===== src/rtl/sinc3_pkg.sv =====
package sinc3_pkg;
    localparam int ORDER = 3;
    typedef enum logic {REP_16 = 1'b0, REP_32 = 1'b1} rep_e;
endpackage


===== src/rtl/sinc3_integ.sv =====
module sinc3_integ
    import sinc3_pkg::*;
#(
    parameter int ACC_W = 25
) (
    input  logic             clk,
    input  logic             rst_n,
    input  logic             run,
    input  logic             bit_in,
    output logic [ACC_W-1:0] last
);
    typedef struct packed {
        logic [ORDER-1:0][ACC_W-1:0] acc;
    } st_t;

    st_t st_d, st_q;
    logic [ORDER-1:0][ACC_W-1:0] feed;

    // stage 0 takes the bit, later stages take the previous accumulator
    assign feed[0] = {{(ACC_W-1){1'b0}}, bit_in};
    for (genvar g = 1; g < ORDER; g++) begin : g_feed
        assign feed[g] = st_q.acc[g-1];
    end

    always_comb begin
        st_d = st_q;
        for (int k = 0; k < ORDER; k++) begin
            if (!run) st_d.acc[k] = '0;
            else      st_d.acc[k] = st_q.acc[k] + feed[k];
        end
    end

    always_ff @(posedge clk) begin
        if (!rst_n) st_q <= '0;
        else        st_q <= st_d;
    end

    assign last = st_q.acc[ORDER-1];
endmodule


===== src/rtl/sinc3_comb.sv =====
module sinc3_comb
    import sinc3_pkg::*;
#(
    parameter int OSR_W = 8,
    parameter int ACC_W = 25
) (
    input  logic                    clk,
    input  logic                    rst_n,
    input  logic                    run,
    input  logic [OSR_W-1:0]        osr_m1,
    input  logic [ACC_W-1:0]        integ_in,
    output logic                    fire,
    output logic signed [ACC_W-1:0] result
);
    typedef struct packed {
        logic [OSR_W-1:0]            cnt;
        logic [ORDER-1:0][ACC_W-1:0] z;
    } st_t;

    st_t st_d, st_q;
    logic [OSR_W-1:0]            m1_eff;
    logic [ACC_W-1:0]            osr_ext;
    logic [ACC_W-1:0]            cube;
    logic [ORDER-1:0][ACC_W-1:0] dif;
    logic [ORDER-1:0][ACC_W-1:0] zin;

    assign m1_eff  = (osr_m1 == '0) ? OSR_W'(1) : osr_m1;
    assign osr_ext = ACC_W'(m1_eff) + ACC_W'(1);

    assign dif[0] = integ_in - st_q.z[0];
    assign zin[0] = integ_in;
    for (genvar g = 1; g < ORDER; g++) begin : g_diff
        assign dif[g] = dif[g-1] - st_q.z[g];
        assign zin[g] = dif[g-1];
    end

    always_comb begin
        cube = ACC_W'(1);
        for (int k = 0; k < ORDER; k++) cube = ACC_W'(cube * osr_ext);
    end

    assign fire   = run && (st_q.cnt == m1_eff);
    assign result = signed'(dif[ORDER-1] - (cube >> 1));

    always_comb begin
        st_d = st_q;
        if (!run) begin
            st_d = '0;
        end else if (fire) begin
            st_d.cnt = '0;
            st_d.z   = zin;
        end else begin
            st_d.cnt = st_q.cnt + OSR_W'(1);
        end
    end

    always_ff @(posedge clk) begin
        if (!rst_n) st_q <= '0;
        else        st_q <= st_d;
    end
endmodule


===== src/rtl/sinc3_decim.sv =====
module sinc3_decim
    import sinc3_pkg::*;
#(
    parameter int OSR_W  = 8,
    parameter int SH_W   = 5,
    parameter int DOUT_W = 32
) (
    input  logic              clk,
    input  logic              rst_n,
    input  logic              mod_bit,
    input  logic              master_en,
    input  logic              filt_en,
    input  logic [OSR_W-1:0]  osr_m1,
    input  logic              rep_sel,
    input  logic [SH_W-1:0]   shift_amt,
    output logic [DOUT_W-1:0] data_out,
    output logic              data_vld,
    output logic              settled
);
    localparam int ACC_W = ORDER * OSR_W + 1;
    localparam int PAD   = DOUT_W - ACC_W;
    localparam int HALF  = DOUT_W / 2;
    localparam int NC_W  = $clog2(ORDER + 1);

    typedef struct packed {
        logic [DOUT_W-1:0] data;
        logic              vld;
        logic [NC_W-1:0]   nout;
        logic              settled;
    } st_t;

    st_t st_d, st_q;
    logic                    run;
    logic [ACC_W-1:0]        integ_last;
    logic                    fire;
    logic signed [ACC_W-1:0] res;
    logic signed [ACC_W-1:0] res_sh;
    logic [DOUT_W-1:0]       word;

    assign run = master_en && filt_en;

    sinc3_integ #(.ACC_W(ACC_W)) u_integ (
        .clk    (clk),
        .rst_n  (rst_n),
        .run    (run),
        .bit_in (mod_bit),
        .last   (integ_last)
    );

    sinc3_comb #(.OSR_W(OSR_W), .ACC_W(ACC_W)) u_comb (
        .clk      (clk),
        .rst_n    (rst_n),
        .run      (run),
        .osr_m1   (osr_m1),
        .integ_in (integ_last),
        .fire     (fire),
        .result   (res)
    );

    assign res_sh = res >>> shift_amt;

    always_comb begin
        if (rep_e'(rep_sel) == REP_32) word = {res, {PAD{1'b0}}};
        else                           word = {{HALF{res_sh[HALF-1]}}, res_sh[HALF-1:0]};
    end

    always_comb begin
        st_d     = st_q;
        st_d.vld = fire;
        if (!run) begin
            st_d.nout    = '0;
            st_d.settled = 1'b0;
        end else if (fire) begin
            st_d.data    = word;
            st_d.settled = (st_q.nout == NC_W'(ORDER));
            if (st_q.nout != NC_W'(ORDER)) st_d.nout = st_q.nout + NC_W'(1);
        end
    end

    always_ff @(posedge clk) begin
        if (!rst_n) st_q <= '0;
        else        st_q <= st_d;
    end

    assign data_out = st_q.data;
    assign data_vld = st_q.vld;
    assign settled  = st_q.settled;
endmodule


===== config.mk =====
export PLATFORM = sky130hd
export DESIGN_NAME = sinc3_decim
export DESIGN_NICKNAME = d
export VERILOG_FILES = /design/src/rtl/sinc3_pkg.sv /design/src/rtl/sinc3_integ.sv /design/src/rtl/sinc3_comb.sv /design/src/rtl/sinc3_decim.sv
export SDC_FILE = /design/constraint.sdc
export NUM_CORES = 1
export LEC_CHECK = 0
export ABC_AREA = 1
export ABC_CLOCK_PERIOD_IN_PS = 37400
export BUFFER_PORTS_ARGS = -buffer_cell sky130_fd_sc_hd__buf_2
export CAP_MARGIN = 40
export CORE_ASPECT_RATIO = 0.8
export CORE_MARGIN = 2
export CORE_UTILIZATION = 40
export CTS_BUF_LIST = sky130_fd_sc_hd__clkbuf_4 sky130_fd_sc_hd__clkbuf_8
export CTS_CLUSTER_DIAMETER = 100
export DETAILED_ROUTE_END_ITERATION = 6
export PLACE_DENSITY = 0.64
export SLEW_MARGIN = 20
export SYNTH_ARGS = -nofsm -noshare
export SYNTH_HDL_FRONTEND = slang
export SYNTH_SLANG_ARGS = --single-unit

===== constraint.sdc =====
create_clock -name clk -period 37.4 [get_ports clk]
set_input_delay 5.61 -clock clk [delete_from_list [all_inputs] [get_ports clk]]
set_output_delay 5.61 -clock clk [all_outputs]
set_load 0.01 [all_outputs]

### Word-level counts from Yosys, hierarchy flattened

Index checks and enable logic that the tools add are counted.

| word-level totals | value |
|---|---|
| logic and storage cells | 38 |
| input port bits | 19 |
| register bits | 194 |
| output and inout bits | 34 |

| cells by class | value |
|---|---|
| bitwise operators | 2 |
| muxes and demuxes | 2 |
| shift-type cells | 1 |
| $add $sub $neg | 10 |
| reductions and logical operators | 7 |
| multipliers | 2 |
| equality and inequality tests | 3 |

Operators by type and width:

| kind | count |
|---|---|
| $sub 25x25->25 | 3 |
| $add 25x25->25 | 2 |
| $mul 25x25->25 | 2 |
| $mux 32 | 1 |
| $add 25x1->25 | 1 |
| $sshr 25x5->16 | 1 |
| $sub 25x24->25 | 1 |
| $add 8x1->9 const B | 1 |
| $add 8x1->8 const B | 1 |
| $eq 8x8->1 | 1 |
| $logic_not 8->1 | 1 |
| $mux 8 | 1 |
| $reduce_and 2->1 | 3 |
| $reduce_or 3->1 | 1 |
| $add 2x1->2 const B | 1 |
| $eq 2x2->1 const B | 1 |
| $logic_and 1x1->1 | 2 |
| $ne 2x2->1 const B | 1 |
| $not 1->1 | 2 |

### Depth between registers and ports, before layout

Gate-level depths: netlist of run 1.

| depth | value |
|---|---|
| word-level depth | 8 |
| mapped depth | 71 |
| depth with buffers taken out | 70 |

### Modules after synthesis

From an unflattened synthesis of run 1, not the netlist that was laid out.

| unflattened totals | value |
|---|---|
| cell total of the unflattened synthesis | 3688 |
| area total of the unflattened synthesis | 23874.1 µm² |

Modules (own cells, without submodules):

| module | area an instance (µm²) | cells an instance | sequential area each (µm²) | times used |
|---|---|---|---|---|
| sinc3_comb | 14752.9 | 2147 | 1661.6 | 1 |
| sinc3_integ | 6079.6 | 1066 | 1501.4 | 1 |
| sinc3_decim | 3041.7 | 475 | 720.7 | 1 |

### Worst setup path after synthesis of run 1

Ideal clock, no wire load.

| timing | value |
|---|---|
| kind | input port to flip-flop |
| from | in osr_m1[1] |
| to | reg st_q (netlist bit data_out[21]) |
| path slack | 20.159 ns |
| stages | 63 |
| required time | 37.270 ns |
| library setup time | 0.130 ns |
| path buffers | 4 |
| arrival time | 17.110 ns |
| path through | nor4_1 -> nand4_1 -> nand2_1 -> buf_1 -> ha_1 -> clkbuf_1 -> inv_1 -> clkbuf_1 -> nand2_1 -> fa_1 -> inv_1 -> fa_1 -> inv_1 -> fa_1 -> fa_1 -> inv_1 -> ha_1 -> a21oi_1 -> [27 not listed] -> xor2_1 -> fa_1 -> ha_1 -> inv_1 -> nor3_1 -> nand2_1 -> or2_2 -> nand3_1 -> nand3_1 -> nand3_1 -> nand3_1 -> nand3_2 -> nand3_2 -> nand3_2 -> nand2_2 -> nand2_4 -> buf_6 -> a21oi_4 |

| between the ends | value |
|---|---|
| longest elaborated chain between the ends | 8 |
| elaborated cells between the ends (all ways) | 11 |
| classes of those cells | add/sub (2); mul (2); eq/ne (1); shift (1); mux (2); reduce/logical (3) |

Ends and longest elaborated chain:

| what | RTL line | text |
|---|---|---|
| start, declared | sinc3_decim.sv:13 | `input logic [OSR_W-1:0] osr_m1,` |
| $logic_not 8->1 | sinc3_comb.sv:27 | `assign m1_eff = (osr_m1 == '0) ? OSR_W'(1) : osr_m1;` |
| $mux 8 * | sinc3_comb.sv:27 |  |
| $add 8x1->9 | sinc3_comb.sv:28 | `assign osr_ext = ACC_W'(m1_eff) + ACC_W'(1);` |
| $mul 25x25->25 (2 in a row) | sinc3_comb.sv:39 | `for (int k = 0; k < ORDER; k++) cube = ACC_W'(cube * osr_ext);` |
| $sub 25x24->25 | sinc3_comb.sv:43 | `assign result = signed'(dif[ORDER-1] - (cube >> 1));` |
| $sshr 25x5->16 | sinc3_decim.sv:60 | `assign res_sh = res >>> shift_amt;` |
| $mux 32 | sinc3_decim.sv:63 | `if (rep_e'(rep_sel) == REP_32) word = {res, {PAD{1'b0}}};` |
| end signal, assigned | sinc3_decim.sv:82 | `else st_q <= st_d;` |
| end, declared | sinc3_decim.sv:32 | `st_t st_d, st_q;` |

Every way passes the cells marked *; elsewhere a longest branch is shown, timed or not.
A chain may end at the register's enable or synchronous reset.

### Final worst setup path of run 1

| timing | value |
|---|---|
| from | in osr_m1[2] |
| to | reg st_q (netlist bit data_out[18]) |

Same word-level chain as after synthesis.

==> out/qor.csv, run 1 <==
stage;metric;value;unit
run_status;outcome;finished, final reports clean;
cts;htree_levels;4;
worst_setup_path;critical-path-top-delay-family;adder cells;
placement;gp_congestion;0.942;
route;viasPerCell;4.93;
finish;syn_to_final_growth;5.58;%
worst_setup_path;cp-endpoint;data_out[18]$_SDFFE_PN0P_;
timing;period_share;48.6;%
yosys;synthCells;2877;
worst_setup_path;crit-reg2reg-launch;u_integ.last[0]$_SDFF_PN0_;
yosys;synth_ff_type;dfxtp_1;
route;wire_per_inst;13.4;um
worst_setup_path;cp_max_fo;17;
worst_setup_path;r2r_cells;36;
cts;cts_setup_buffers;0;
route;drtPass1Iterations;5;
worst_setup_path;crit_path_frequent_cell;inv_1;
floorplan;dieArea;0.0533;mm^2
cts;cts_made_buffers;17;
placement;dp_hpwl;38.5;mm
worst_setup_path;setup.worst_path.class;input pin to flop;
yosys;synthDistinctLibCells;55;
worst_setup_path;slowest_delay;0.57;ns
cts;cts_tree;done;
cts;cts_resized;0;
worst_setup_path;worstReg2RegEnd;data_out[18]$_SDFFE_PN0P_;
floorplan;core_area;0.0509;mm^2
floorplan;ios;53;
worst_hold_path;min_from;u_comb.st_q[48]$_SDFFE_PN0P_;
placement;port_buffers;52;
yosys;syn_avg_cell_area;7.16;um^2
cts;cts_root_buf;clkbuf_8;
timing;rsz0062_at_grt;no;
floorplan;fp-row-count;74;
finish;nets;3259;
global_route;grt_pass1_vias;16600;
yosys;synth-warning-count;0;
cts;postCtsHoldBufs;0;
worst_setup_path;crit_arrival;18.60;ns
timing;hold_violations;0;
worst_setup_path;crit_slowest_cell;clkinv_1;
floorplan;fp.dieW;258;um
yosys;ys_ff_latch;194;
yosys;yosysSeqAreaShare;18.9;%
cts;clock-sinks;194;
global_route;grt_usage;18.6;%
route;remaining_drc_errors;0;
yosys;synthesis.area;0.0206;mm^2
global_route;grt_max_degree;63;
cts;clockBufferDepth;2;
timing;skew;0.0255;ns
worst_setup_path;cp-end-kind;flop;
timing;fin_setup_tns;0;ns
global_route;grt-ovfl-total;0;
route;via_count;17600;
timing;slew_headroom;44.7;%
worst_setup_path;startpoint_type;input pin;
yosys;synth_edf_count;0;
timing;max_freq;55.1;MHz
worst_hold_path;hold_class;flop to flop;
worst_setup_path;startpoint;osr_m1[2];
finish;antenna_cells;0;
worst_setup_path;worst-path-stages;65;
global_route;antenna_found_initial;0;
timing;worst_pin_slew;0.828;ns
timing;period_needed;18.16;ns
floorplan;fp.dieH;207;um
cts;clk_pin_slew_worst_paths;0.11;ns
flow_run;cap_viol_max_count;0;
timing;maxSlewViolCount;0;
timing;setup_violations;0;
worst_setup_path;r2r_slack;30.54;ns
worst_setup_path;cp.required;37.84;ns
global_route;grt_pass1_wl;81.5;mm
route;drt_wl_total;47.8;mm
worst_hold_path;whs_path_depth;2;
floorplan;initial_utilization;40.4;%
finish;layout-drive-gt1-share;5.51;%
route;ant_nets;0;
cts;insertion_delay;0.52;ns
yosys;synthArstFlopShare;0;%
route;drtIter0Drc;1407;
worst_setup_path;worstPathBufferInverterCount;18;
-- sequential cells by signal (all words and copies together) (netlist names) --
register,flops
st_q,2
data_out,32
settled,1
data_vld,1
u_integ.feed,50
u_comb.st_q,83
u_integ.last,25
-- worst min-delay path, delay by kind of cell (launching register included) --
kind	cells	cell delay, ns
flip-flops	1	0.33
AND/OR/NAND/NOR	2	0.10
-- through the flow --
stage	worst slack [ns]	utilization (%)	std cells	hold slack [ns]	instance area, um^2
2_1_floorplan	20.16	-	2890	0.426	20600
3_3_place_gp	18.86	41.9	3535	0.447	21300
3_5_place_dp	18.85	41.9	3536	0.445	21300
4_1_cts	19.38	42.7	3568	0.465	21700
5_1_grt	18.05	42.7	3568	0.485	21700
6_report	19.24	42.7	3568	0.461	21700
-- cell families (layout without fill, tap and decap cells) --
| group | Yosys count | after routing | synth area share [%] |
|---|---|---|---|
| AO/OA/AOI/OAI | 559 | 559 | 15.3 |
| XOR/XNOR | 95 | 95 | 4.04 |
| adder cells (fa/ha/maj) | 369 | 369 | 28.7 |
| buffers and inverters | 643 | 637 | 12.4 |
| flip-flops | 194 | 194 | 18.9 |
| multiplexers | 1 | 1 | 0.0486 |
| other | 2 | 15 | 0.0365 |
| AND/OR/NAND/NOR | 1014 | 1014 | 20.7 |
-- cells in the mapped netlist, types with 37 or more instances --
master,instances,share of area [%]
clkbuf_1,58,1.1
fa_1,172,17
inv_1,531,9.7
nand2_1,568,10
xor2_1,58,2.5
o21ai_0,170,4.1
ha_1,197,12
a21oi_1,240,5.8
dfxtp_1,194,19
nand3_1,150,3.6
xnor2_1,37,1.6
nor2_1,200,3.6
-- area by class of cell --
type / instances / area [um^2]
Clock buffer: 17 / 234
Clock inverter: 15 / 158
Fill cell: 5289 / 29200
Inverter: 544 / 2040
Multi-Input combinational cell: 2053 / 14200
Sequential cell: 194 / 3880
Tap cell: 684 / 856
Timing Repair Buffer: 61 / 335
-- routing by layer --
layer / track usage (%) / part of all wire, % / up-vias
li1: - / - / 9122
met1: 27.4 / 51 / 8034
met2: 29.3 / 43 / 387
met3: 2.74 / 5.1 / 40
met4: 3.01 / 0.91 / 0
met5: 0 / 0 / -
-- layout by cell type (no fill, tap or decap), types with 18 or more instances in the layout --
cell type,Yosys,routed
nor3_1,21,21
inv_1,531,531
xor2_1,58,58
buf_2,1,52
nor2_1,200,198
a31oi_1,21,21
fa_1,172,172
nand3_1,150,150
nand2_1,568,567
o21ai_0,170,170
o21a_1,19,19
nand4_1,18,18
a21oi_1,240,240
xnor2_1,37,37
dfxtp_1,194,194
ha_1,197,197
-- worst min-delay path by stage --
| stage | slack [ns] | to |
|---|---|---|
| detailed placement | 0.44 | u_comb.st_q[48]$_SDFFE_PN0P_ |
| global route | 0.48 | data_out[3]$_SDFFE_PN0P_ |
| finish | 0.46 | u_comb.st_q[48]$_SDFFE_PN0P_ |
| floorplan | 0.43 | u_comb.st_q[48]$_SDFFE_PN0P_ |
| global placement | 0.45 | u_comb.st_q[48]$_SDFFE_PN0P_ |
| CTS | 0.46 | u_comb.st_q[48]$_SDFFE_PN0P_ |
Power of run 1 is left out: the tool's default activity adds up to more than one toggle a clock period on the data nets, which glitch-free logic cannot reach.
==> inputs of run 2 (changes only) <==
--- a/config.mk
+++ b/config.mk
@@ -6,7 +6,7 @@
 export NUM_CORES = 1
 export LEC_CHECK = 0
 export ABC_AREA = 1
-export ABC_CLOCK_PERIOD_IN_PS = 37400
+export ABC_CLOCK_PERIOD_IN_PS = 17180
 export BUFFER_PORTS_ARGS = -buffer_cell sky130_fd_sc_hd__buf_2
 export CAP_MARGIN = 40
 export CORE_ASPECT_RATIO = 0.8
==> constraint.sdc (replaced) <==
create_clock -name clk -period 17.18 [get_ports clk]
set_input_delay 2.577 -clock clk [delete_from_list [all_inputs] [get_ports clk]]
set_output_delay 2.577 -clock clk [all_outputs]
set_load 0.01 [all_outputs]
==> out/qor.csv, run 2 (same netlist as run 1, synthesis figures left out) <==
stage;metric;value;unit
global_route;grt_pass1_wl;81.6;mm
worst_setup_path;worstReg2RegEnd;data_out[15]$_SDFFE_PN0P_;
worst_setup_path;crit_slowest_cell;fa_1;
floorplan;initial_utilization;40.4;%
timing;slew_headroom;44.3;%
cts;cts_made_buffers;17;
cts;insertion_delay;0.52;ns
flow_run;cap_viol_max_count;0;
worst_setup_path;crit_arrival;15.25;ns
floorplan;dieArea;0.0533;mm^2
worst_setup_path;crit_path_frequent_cell;inv_1;
route;ant_nets;0;
timing;hold_violations;0;
cts;cts_tree;done;
route;via_count;17700;
floorplan;ios;53;
run_status;outcome;finished, final reports clean;
timing;period_needed;14.85;ns
worst_setup_path;startpoint;osr_m1[2];
finish;fillCellCount;5330;
floorplan;core_area;0.0509;mm^2
route;viasPerCell;4.95;
global_route;grt_max_degree;63;
finish;syn_to_final_growth;6.02;%
floorplan;fp.dieH;207;um
route;drtIter0Drc;1161;
cts;clk_pin_slew_worst_paths;0.11;ns
floorplan;fp.dieW;258;um
cts;postCtsHoldBufs;0;
cts;clockBufferDepth;2;
worst_setup_path;setup.worst_path.class;input pin to flop;
timing;worst_pin_slew;0.834;ns
worst_setup_path;r2r_cells;41;
worst_setup_path;cp-endpoint;data_out[15]$_SDFFE_PN0P_;
global_route;antenna_found_initial;1;
timing;skew;0.0213;ns
route;drt_wl_total;47.8;mm
global_route;grt_usage;18.6;%
timing;setup_violations;0;
cts;cts_root_buf;clkbuf_8;
route;wire_per_inst;13.4;um
timing;fin_setup_tns;0;ns
cts;htree_levels;4;
route;remaining_drc_errors;0;
timing;max_freq;67.3;MHz
timing;period_share;86.5;%
finish;layout-drive-gt1-share;5.68;%
worst_setup_path;cp_max_fo;17;
worst_setup_path;r2r_slack;10.33;ns
worst_setup_path;crit-reg2reg-launch;u_integ.last[0]$_SDFF_PN0_;
placement;port_buffers;52;
timing;rsz0062_at_grt;no;
cts;cts_resized;0;
worst_setup_path;startpoint_type;input pin;
finish;largest_register_ff_count;83;
global_route;grt-ovfl-total;0;
cts;cts_setup_buffers;0;
placement;gp_congestion;0.932;
worst_setup_path;slowest_delay;0.57;ns
worst_setup_path;cp-end-kind;flop;
placement;dp_hpwl;38.6;mm
finish;final_cell_mix;nand2_1, inv_1, a21oi_1;
worst_setup_path;cp.required;17.57;ns
finish;antenna_cells;0;
floorplan;fp-row-count;74;
finish;top_register;u_comb.st_q;
global_route;grt_pass1_vias;16700;
timing;maxSlewViolCount;0;
worst_hold_path;hold_class;flop to flop;
finish;final_common_cell;nand2_1;
cts;clock-sinks;194;
route;drtPass1Iterations;5;
finish;nets;3264;
## run 2: cell type report
cell class | instances | area, um^2 | share of cell area, %
multi-input combinational | 2053 | 14200 | 65.2
clock buffer | 17 | 234 | 1.07
inverter | 544 | 2040 | 9.36
tap | 684 | 856 | 3.92
timing repair buffer | 66 | 373 | 1.71
clock inverter | 15 | 210 | 0.963
sequential | 194 | 3880 | 17.8
## run 2: routing by layer
metal  wire [um]  vias to the layer above  GRT usage (%)
met4         654                        2           4.00
met5           7                        -              0
met1       24500                     8128           27.0
li1            -                     9141              -
met2       20500                      363           29.5
met3        2140                       49           2.50
## run 2: how the worst min path moves through the flow
stage                                 startpoint                      endpoint  slack, ns  cells past startpoint
finish                      settled$_SDFFE_PN0P_          settled$_SDFFE_PN0P_       0.47                      2
global route        u_comb.st_q[48]$_SDFFE_PN0P_  u_comb.st_q[48]$_SDFFE_PN0P_       0.49                      2
CTS                     data_out[1]$_SDFFE_PN0P_      data_out[1]$_SDFFE_PN0P_       0.47                      2
detailed placement  u_comb.st_q[48]$_SDFFE_PN0P_  u_comb.st_q[48]$_SDFFE_PN0P_       0.45                      2
global placement    u_comb.st_q[48]$_SDFFE_PN0P_  u_comb.st_q[48]$_SDFFE_PN0P_       0.44                      2
floorplan           u_comb.st_q[48]$_SDFFE_PN0P_  u_comb.st_q[48]$_SDFFE_PN0P_       0.43                      2
## run 2: stage by stage
stage               worst slack [ns]  area, um^2  utilization (%)  cells  hold slack, ns
floorplan                       2.97       20600                -   2890           0.426
global placement                2.08       21400             42.0   3540           0.444
detailed placement              1.87       21400             42.0   3541           0.452
CTS                             2.39       21800             42.9   3573           0.470
global route                    1.33       21800             42.9   3573           0.493
finish                          2.33       21800             42.9   3573           0.466
## run 2: worst max-delay path: cells and delay by family
| family | cells | cell delay, ns |
|---|---|---|
| AO/OA/AOI/OAI | 10 | 1.56 |
| adder cells (fa/ha/maj) | 12 | 5.48 |
| XOR/XNOR | 2 | 0.71 |
| buffers and inverters | 15 | 1.46 |
| AND/OR/NAND/NOR | 26 | 3.46 |
Power of run 2 is left out for the same reason.
